`src/rtl/slice_rev_pkg.sv`:
```
package slice_rev_pkg;

  // Number of selectable slice sizes: 1, 2, 4, 8, 16 bits.
  localparam int NUM_SIZES = 5;
  localparam int CODE_W    = 3;

  typedef enum logic [CODE_W-1:0] {
    SZ_1  = 3'd0,
    SZ_2  = 3'd1,
    SZ_4  = 3'd2,
    SZ_8  = 3'd3,
    SZ_16 = 3'd4
  } size_code_e;

endpackage

```
`src/rtl/slice_swap_net.sv`:
```
// Fixed permutation for one slice size. Full slices are taken from the LSB end.
// A short top remnant lands at the LSB end of the result.
module slice_swap_net #(
  parameter int WIDTH = 32,
  parameter int SLICE = 8
) (
  input  logic [WIDTH-1:0] word_i,
  output logic [WIDTH-1:0] word_o
);

  localparam int NFULL = WIDTH / SLICE;
  localparam int REM   = WIDTH - NFULL * SLICE;

  genvar k;
  generate
    for (k = 0; k < NFULL; k++) begin : g_full
      assign word_o[WIDTH-1-k*SLICE -: SLICE] = word_i[k*SLICE +: SLICE];
    end
    if (REM > 0) begin : g_rem
      assign word_o[REM-1:0] = word_i[WIDTH-1 -: REM];
    end
  endgenerate

endmodule

```
`src/rtl/slice_select.sv`:
```
// Builds one swap network per size and picks one by code.
// Out-of-range codes pass the word through.
module slice_select
  import slice_rev_pkg::*;
#(
  parameter int WIDTH = 32
) (
  input  logic [WIDTH-1:0]  word_i,
  input  logic [CODE_W-1:0] code_i,
  output logic [WIDTH-1:0]  word_o
);

  logic [WIDTH-1:0] cand [NUM_SIZES];

  genvar g;
  generate
    for (g = 0; g < NUM_SIZES; g++) begin : g_net
      slice_swap_net #(
        .WIDTH (WIDTH),
        .SLICE (1 << g)
      ) u_net (
        .word_i (word_i),
        .word_o (cand[g])
      );
    end
  endgenerate

  always_comb begin
    word_o = word_i;
    for (int i = 0; i < NUM_SIZES; i++) begin
      if (code_i == i[CODE_W-1:0]) word_o = cand[i];
    end
  end

endmodule

```
`src/rtl/slice_reverser.sv`:
```
module slice_reverser
  import slice_rev_pkg::*;
#(
  parameter int WIDTH = 32
) (
  input  logic              clk,
  input  logic              rst,
  input  logic              in_valid,
  input  logic [WIDTH-1:0]  in_data,
  input  logic              rev_en,
  input  logic [CODE_W-1:0] size_code,
  output logic              out_valid,
  output logic [WIDTH-1:0]  out_data
);

  logic [WIDTH-1:0] swapped;

  slice_select #(.WIDTH(WIDTH)) u_sel (
    .word_i (in_data),
    .code_i (size_code),
    .word_o (swapped)
  );

  always_ff @(posedge clk) begin
    if (rst) begin
      out_valid <= 1'b0;
      out_data  <= '0;
    end else begin
      out_valid <= in_valid;
      if (in_valid) out_data <= rev_en ? swapped : in_data;
    end
  end

  // valid follows the input strobe by one cycle
  a_r6_valid_lat: assert property (@(posedge clk) disable iff (rst)
    in_valid |=> out_valid);
  a_r6_no_spurious: assert property (@(posedge clk) disable iff (rst)
    !in_valid |=> !out_valid);
  // data held while idle
  a_r7_hold: assert property (@(posedge clk) disable iff (rst)
    !in_valid |=> $stable(out_data));
  // pass mode is transparent
  a_r2_pass: assert property (@(posedge clk) disable iff (rst)
    (in_valid && !rev_en) |=> (out_data == $past(in_data)));
  // any reordering is a permutation, so the count of ones is preserved
  a_r1_perm: assert property (@(posedge clk) disable iff (rst)
    in_valid |=> ($countones(out_data) == $countones($past(in_data))));

endmodule

```
`config.mk`:
```
export PLATFORM = sky130hd
export DESIGN_NAME = slice_reverser
export DESIGN_NICKNAME = d
export VERILOG_FILES = /design/src/rtl/slice_rev_pkg.sv /design/src/rtl/slice_swap_net.sv /design/src/rtl/slice_select.sv /design/src/rtl/slice_reverser.sv
export SDC_FILE = /design/constraint.sdc
export NUM_CORES = 1
export LEC_CHECK = 0
export ABC_AREA = 1
export CAP_MARGIN = 20
export CORE_MARGIN = 4
export CORE_UTILIZATION = 55
export DETAILED_ROUTE_END_ITERATION = 16
export DONT_BUFFER_PORTS = 1
export PLACE_DENSITY = 0.7
export RECOVER_POWER = 50
export SLEW_MARGIN = 20
export SYNTH_ARGS = -nofsm -noshare
export SYNTH_HDL_FRONTEND = slang
export SYNTH_SLANG_ARGS = --single-unit
```
`constraint.sdc`:
```
create_clock -name clk -period 1.4 [get_ports clk]
set_input_delay 0.07 -clock clk [delete_from_list [all_inputs] [get_ports clk]]
set_output_delay 0.07 -clock clk [all_outputs]
set_load 0.1 [all_outputs]
```
==> results of run 1 <==
[synthesized netlist by cell type]
library cell,count
nand3_2,1
o21ai_1,12
inv_1,96
clkbuf_1,27
nand2_2,3
buf_6,4
nand2_1,161
inv_2,7
a21oi_1,64
nor2_4,2
nand3_1,96
dfxtp_1,33
o21ai_0,116
buf_2,11
buf_4,4
buf_1,3
nor2_1,1
[metrics by stage]
stage / setup slack (ns) / hold WS (ns)
floorplan: 0.0844 / 0.142
global placement: 0.175 / 0.145
detailed placement: 0.168 / 0.145
CTS: 0.260 / 0.000107
global route: 0.0814 / 0.00770
finish: 0.174 / 0.00143
[state kept, by name, summed over array words and instances (netlist names)]
register / flops
out_data: 32
out_valid: 1
[cell type report]
class | count | area (um^2) | share of cell area
inverter | 103 | 387 | 0.0980
tap | 75 | 93.8 | 0.0238
timing repair buffer | 74 | 586 | 0.148
multi-input combinational | 456 | 2100 | 0.533
clock buffer | 7 | 86.3 | 0.0219
clock inverter | 1 | 30.0 | 0.00761
sequential | 33 | 661 | 0.168
[power breakdown]
group | switching (uW) | internal [uW] | leakage, uW | total [uW]
logic | 1130 | 369 | 0.00175 | 1500
clock network | 367 | 581 | 0.0000585 | 948
registers | 38.3 | 1010 | 0.000274 | 1050
total | 1530 | 1960 | 0.00209 | 3500
[metal layers]
layer / part of all wire / wire length [um]
met3: 0.15 / 2130
met1: 0.39 / 5440
met2: 0.42 / 5780
met4: 0.037 / 507
met5: 0 / 0
[logic make-up (layout without fill, tap and decap cells)]
family	after synthesis	after routing	share of synthesized area
flip-flops	33	33	0.195
AO/OA/AOI/OAI	192	192	0.283
buffers and inverters	152	185	0.186
AND/OR/NAND/NOR	264	264	0.336
[final timing paths]
| path | from | end | cells after the start |
|---|---|---|---|
| setup / recovery | in_valid | out_data[23]$_SDFFE_PP0P_ | 3 |
| setup reg to reg | out_data[12]$_SDFFE_PP0P_ | out_data[12]$_SDFFE_PP0P_ | 2 |
| hold reg to reg | out_data[31]$_SDFFE_PP0P_ | out_data[31]$_SDFFE_PP0P_ | 2 |
| hold / removal | in_valid | out_data[0]$_SDFFE_PP0P_ | 2 |
[worst max-delay path: stages]
cell,delay [ns]
dlygate4sd3_1,1.01
o21ai_0,0.22
a21oi_1,0.14
[repair_timing]
item,CTS,global route
endpoints found under the hold margin,20,0
hold buffers,20,0
buffers inserted,0,0
==> summary.md, run 1 <==
| Metric | Value |
|---|---|
| Status | complete, no violations |
| Met3 Usage GRT | 0.105 |
| Most common cell after layout, fill and taps aside | nand2_1 |
| Largest net degree at the start of global routing | 37 |
| DPL Wire Length | 9390 um |
| Cell area after placement | 3700 um^2 |
| Tot GR Track Use | 0.378 |
| Synth top area share | 0.195 |
| Pwr dens | 886 nW/um^2 |
| Worst-case clock buffer depth | 2 |
| NumNets Final | 712 |
| ANT nets after route | 0 |
| Gate Count Post-Synth | 641 |
| Startpoint class of the critical path | input pin |
| CP Capture Type | flop |
| Setup CP Type | input pin to flop |
| Global route hottest layer | met2 |
| Root Driver | clkbuf_8 |
| Ports | 72 |
| Inserted Clock Buffers | 5 |
| Crit path DAT | 1.44 ns |
| Max-cap viol count | 0 |
| HP Class | input pin to flop |
| Die Span Y | 86.5 um |
| Synth Register Bits | 33 |
| H-tree lvl count | 2 |
| Tcrit/Tclk final | 0.875 |
| CTS Sinks | 33 |
| Fraction of the yosys area taken by sequential cells | 0.195 |
| ANT cells | 0 |
| R2R setup slack | around 0.71 ns |
| Syn Std Cell Area | 3390 um^2 |
| Final setup TNS | 0 ns |
| Non-filler cells, final | approximately 750 |
| Met2 Usage GRT | 0.547 |
| WL final | 13800 um |
| VDD IR max | 0.000997 V |
| GP Congestion | 0.979 |
| Initial Util | 0.569 |
| Number of vias per cell | 6.04 |
| Core box area | 5960 um^2 |
| Slew Viols, Final | 0 |
| Starting DRT DRC Count | between 600 and 700 |
| Ranking of synthesized cells by area | dfxtp_1 19%, nand2_1 18%, o21ai_0 17%, nand3_1 14%, inv_1 11% |
| Most frequent cells in the layout | 161 x nand2_1, 116 x o21ai_0, 97 x inv_1, 96 x nand3_1, 64 x a21oi_1 |
| Final setup viols | 0 |
| Fillers | 606 |
| Clk slew on worst S/H paths | approximately 0.07 ns |
| CP required | 1.62 ns |
| Worst-margin pin slew | around 0.73 ns |
| WL per Instance | 18.5 um |
| Remaining Overflow, GRT | 0 |
| IO Port Bufs | 0 |
| Warning count from the yosys run | 0 |
| CP max FO | 18 |
| Final instance area | approximately 3900 um^2 |
| Fin Clk Skew | 0 ns |
| Synthesized net count | 680 |
| Met1 GRT Util | 0.535 |
| CTS tree | built |
| Post-CTS Resized | 0 |
| Router iterations before antenna repair | 7 |
| Die Span X | 86.5 um |
| Tmin final | 1.23 ns |
| Total Power | about 3500 uW |
| Final Hold Fails | 0 |
| Max frequency | 0.816 GHz |
| Synth unique cells | 17 |
| Residual DRC count | 0 |
| Core Util, Final | 0.662 |
| Placed Cells incl. Taps | 721 |
| Pleak | 0.00209 uW |
| Antenna violations before repair | 0 |
| Global-route wire length before repair | between 20000 and 25000 um |
| Mean Syn Cell Area | 5.29 um^2 |
| Area leader, netlist | dfxtp_1 |
| Vias in the first global route | about 4k |
| Slew HR | 0.514 |
| Unrepaired setup endpoints after global routing | false |
| Synth-to-layout area growth | 16.3% |
| Routed via count | between 4k and 5k |
| Share of cells above drive strength 1 | 0.108 |
| Die area | 7480 um^2 |
| Worst-Skew Late Latency | 0.28 ns |
| # rows | 28 |
(Power assumes the default switching activity.)
==> run 2: changes to the inputs <==
--- a/config.mk
+++ b/config.mk
@@ -16,4 +16,5 @@
 export SLEW_MARGIN = 20
 export SYNTH_ARGS = -nofsm -noshare
 export SYNTH_HDL_FRONTEND = slang
+export SYNTH_HIERARCHICAL = 1
 export SYNTH_SLANG_ARGS = --single-unit
==> summary.md, run 2 <==
| Metric | Value |
|---|---|
| Remaining Overflow, GRT | 0 (unchanged) |
| Router iterations before antenna repair | 5 (was 7) |
| Largest family of logic cells by synthesized area | simple AND/OR/NAND/NOR gates (unchanged) |
| Primary FF master, synth | dfxtp_1 (unchanged) |
| Post-synthesis mux area share | 0 (unchanged) |
| Final Hold Fails | 2 (was 0) |
| CP max FO | 2 (was 18) |
| Hold_ws | -0.00273 ns (was 0.00143 ns) |
| CP required | 1.33 ns (was 1.62 ns) |
| Gate Count Post-Synth | 901 (was 641) |
| Final instance area | 4040 um^2 (was 3940 um^2) |
| Largest Register | out_data (unchanged) |
| Inserted Clock Buffers | 5 (unchanged) |
| Post-CTS setup buffer count | 0 (unchanged) |
| GP Congestion | 0.946 (was 0.979) |
| Final setup TNS | 0 ns (unchanged) |
| Most frequent cell after synthesis | nand2_1 (unchanged) |
| VDD IR max | 0.000742 V (was 0.000997 V) |
| Area leader, netlist | buf_4 (was dfxtp_1) |
| Share of cells above drive strength 1 | 0.0854 (was 0.108) |
| Worst-margin pin slew | 0.580 ns (was 0.727 ns) |
| Max frequency | 0.845 GHz (was 0.816 GHz) |
| Slew Viols, Final | 0 (unchanged) |
| Most frequent cells in the layout | 258 x nand2_1, 194 x nor2_1, 64 x nand3_1, 57 x o21ai_0, 34 x inv_1 (was 161 x nand2_1, 116 x o21ai_0, 97 x inv_1, 96 x nand3_1, 64 x a21oi_1) |
| Slew HR | 0.615 (was 0.514) |
| Residual DRC count | 0 (unchanged) |
| Ports | 72 (unchanged) |
| Root Driver | clkbuf_8 (unchanged) |
| Synth Register Bits | 33 (unchanged) |
| Pwr dens | 848 nW/um^2 (was 886 nW/um^2) |
| Antenna violations before repair | 0 (unchanged) |
| Synth top area share | 0.260 (was 0.195) |
| Post-synthesis compound-gate area fraction | 0.0657 (was 0.283) |
| Warning count from the yosys run | 6 (was 0) |
| Worst-Skew Late Latency | 0.28 ns (about the same) |
| Fillers | 978 (was 606) |
| Post-synth top cells | 258 x nand2_1, 193 x nor2_1, 169 x buf_4, 64 x nand3_1, 57 x o21ai_0 (was 161 x nand2_1, 116 x o21ai_0, 96 x inv_1, 96 x nand3_1, 64 x a21oi_1) |
| CTS tree | built (unchanged) |
| H-tree lvl count | 2 (unchanged) |
| Largest registers | out_data: 32 flops, out_valid: 1 flops (unchanged) |
| DPL Wire Length | 8510 um (was 9390 um) |
| Core box area | 8680 um^2 (was 5960 um^2) |
| CTS Hold Bufs | 6 (was 20) |
| Fraction of the yosys area taken by sequential cells | 0.135 (was 0.195) |
| Setup CP Type | flop to primary output (was input pin to flop) |
| Syn Std Cell Area | 4880 um^2 (was 3390 um^2) |
| Tmin final | 1.18 ns (was 1.23 ns) |
| # rows | 34 (was 28) |
| Unrepaired setup endpoints after global routing | false (unchanged) |
| Synthesized net count | 940 (was 680) |
| Fin Clk Skew | 0 ns (unchanged) |
| Post-Synth XOR/XNOR Area | 0 (unchanged) |
| Status | complete, but fails checks (was complete, no violations) |
| Synth-to-layout area growth | -17.2% (was 16.3%) |
| Starting DRT DRC Count | 624 (was 602) |
| Synth unique cells | 20 (was 17) |
| Final setup viols | 0 (unchanged) |
| Non-filler cells, final | 857 (was 749) |
| ANT nets after route | 0 (unchanged) |
| EDFF count, synth | 0 (unchanged) |
| Startpoint class of the critical path | flop (was input pin) |
| Initial Util | 0.562 (was 0.569) |
| Simple-gate portion of the synthesized area | 0.457 (was 0.336) |
| CP Capture Type | primary output (was flop) |
| Largest net degree at the start of global routing | 59 (was 37) |
| Vias in the first global route | 4386 (was 4029) |
| Max-cap viol count | 0 (unchanged) |
| Max stage delay cell, worst path | clkbuf_2 (was dlygate4sd3_1) |
| Ranking of synthesized cells by area | buf_4 26%, nand2_1 20%, nor2_1 15%, dfxtp_1 14%, nand3_1 6.6% (was dfxtp_1 19%, nand2_1 18%, o21ai_0 17%, nand3_1 14%, inv_1 11%) |
| Worst-path cell chain | clkbuf_2 (was dlygate4sd3_1, o21ai_0, a21oi_1) |
| WL per Instance | 15.5 um (was 18.5 um) |
| Max FFs per register | 32 (unchanged) |
| Worst path buffer plus inverter count | 1 (unchanged) |
| Placed Cells incl. Taps | 843 (was 721) |
| Routed via count | 4780 (was 4526) |
| Worst-case clock buffer depth | 2 (unchanged) |
| Cell area after placement | 3930 um^2 (was 3700 um^2) |
| NumNets Final | 787 (was 712) |
| FFs w/ async S/R, synth | 0 (unchanged) |
| Die Span X | 102 um (was 86.5 um) |
| Number of vias per cell | 5.58 (was 6.04) |
| CTS Sinks | 33 (unchanged) |
| Die area | 10400 um^2 (was 7480 um^2) |
| Mean Syn Cell Area | 5.41 um^2 (was 5.29 um^2) |
| Crit path DAT | 1.11 ns (was 1.44 ns) |
| HP Class | input pin to flop (unchanged) |
| Core Util, Final | 0.465 (was 0.662) |
| Tot GR Track Use | 0.259 (was 0.378) |
| WL final | 13300 um (was 13800 um) |
| Pleak | 0.00217 uW (was 0.00209 uW) |
| CP delay by family, top | buffers and inverters (unchanged) |
| ANT cells | 0 (unchanged) |
| Critical path's largest stage delay | 0.48 ns (was 1.01 ns) |
| Post-synthesis adder-cell area fraction | 0 (unchanged) |
| IO Port Bufs | 0 (unchanged) |
| Failing checks | negative hold slack |
| Global-route wire length before repair | 21700 um (was 22100 um) |
| Clk slew on worst S/H paths | 0.07 ns (about the same) |
| Post-CTS Resized | 0 (unchanged) |
| Die Span Y | 102 um (was 86.5 um) |
| Most common cell after layout, fill and taps aside | nand2_1 (unchanged) |
| Tcrit/Tclk final | 0.845 (was 0.875) |
run 2: cell count changes after synthesis, moves of 2 or more:
cell / previous run / this run
inv_1: 96 / 34
buf_2: 11 / 25
nand2_2: 3 / 1
buf_4: 4 / 169
a21oi_1: 64 / 0
o21ai_0: 116 / 57
nand2_1: 161 / 258
nor2_1: 1 / 193
nor3_1: 0 / 32
buf_6: 4 / 7
nand3_1: 96 / 64
o21ai_1: 12 / 7
inv_2: 7 / 2
clkbuf_1: 27 / 12
run 2: metrics by stage:
stage / total power (uW) / setup WS, ns
after global routing: 3640 / 0.183
final: 3420 / 0.217
after CTS: 3470 / 0.263
after detailed placement: 2490 / 0.0779
after global placement: 2480 / 0.132
after floorplan: 2640 / 0.101
run 2: worst paths after layout:
check	startpoint	end	slack [ns]	cells after the start
worst min register to register	out_data[18]$_SDFFE_PP0P_	out_data[18]$_SDFFE_PP0P_	0.50	2
worst max-delay path	out_data[25]$_SDFFE_PP0P_	out_data[25]	0.22	1
worst max register to register	out_data[19]$_SDFFE_PP0P_	out_data[19]$_SDFFE_PP0P_	0.27	3
worst min-delay path	in_valid	out_data[25]$_SDFFE_PP0P_	-0.003	2
run 2: kinds of logic (layout without fill, tap and decap cells):
| logic type | count (synthesis) | in the layout |
|---|---|---|
| and+or+nand+nor | 552 | 552 |
| buffers and inverters | 252 | 100 |
| AOI/OAI and AO/OA | 64 | 64 |
| DFF | 33 | 33 |
run 2: where the power goes:
part	switching, uW	internal [uW]	total [uW]
clock network	351	580	931
logic	1070	377	1450
registers	34.3	1010	1050
run 2: final cells by class:
class	count	area (um^2)	area share
Clock buffer	7	86.3	0.0214
Clock inverter	1	30.0	0.00744
Inverter	37	141	0.0350
Multi-Input combinational cell	616	2550	0.631
Sequential cell	33	661	0.164
Tap cell	108	135	0.0335
Timing Repair Buffer	55	435	0.108
run 2: metal layers:
layer  vias to the layer above  share of wire  GRT usage
li1                       2318              -          -
met1                      2089           0.37      0.329
met2                       302           0.44      0.407
met3                        71           0.14     0.0710
met4                         0          0.046      0.122
met5                         -              0          0
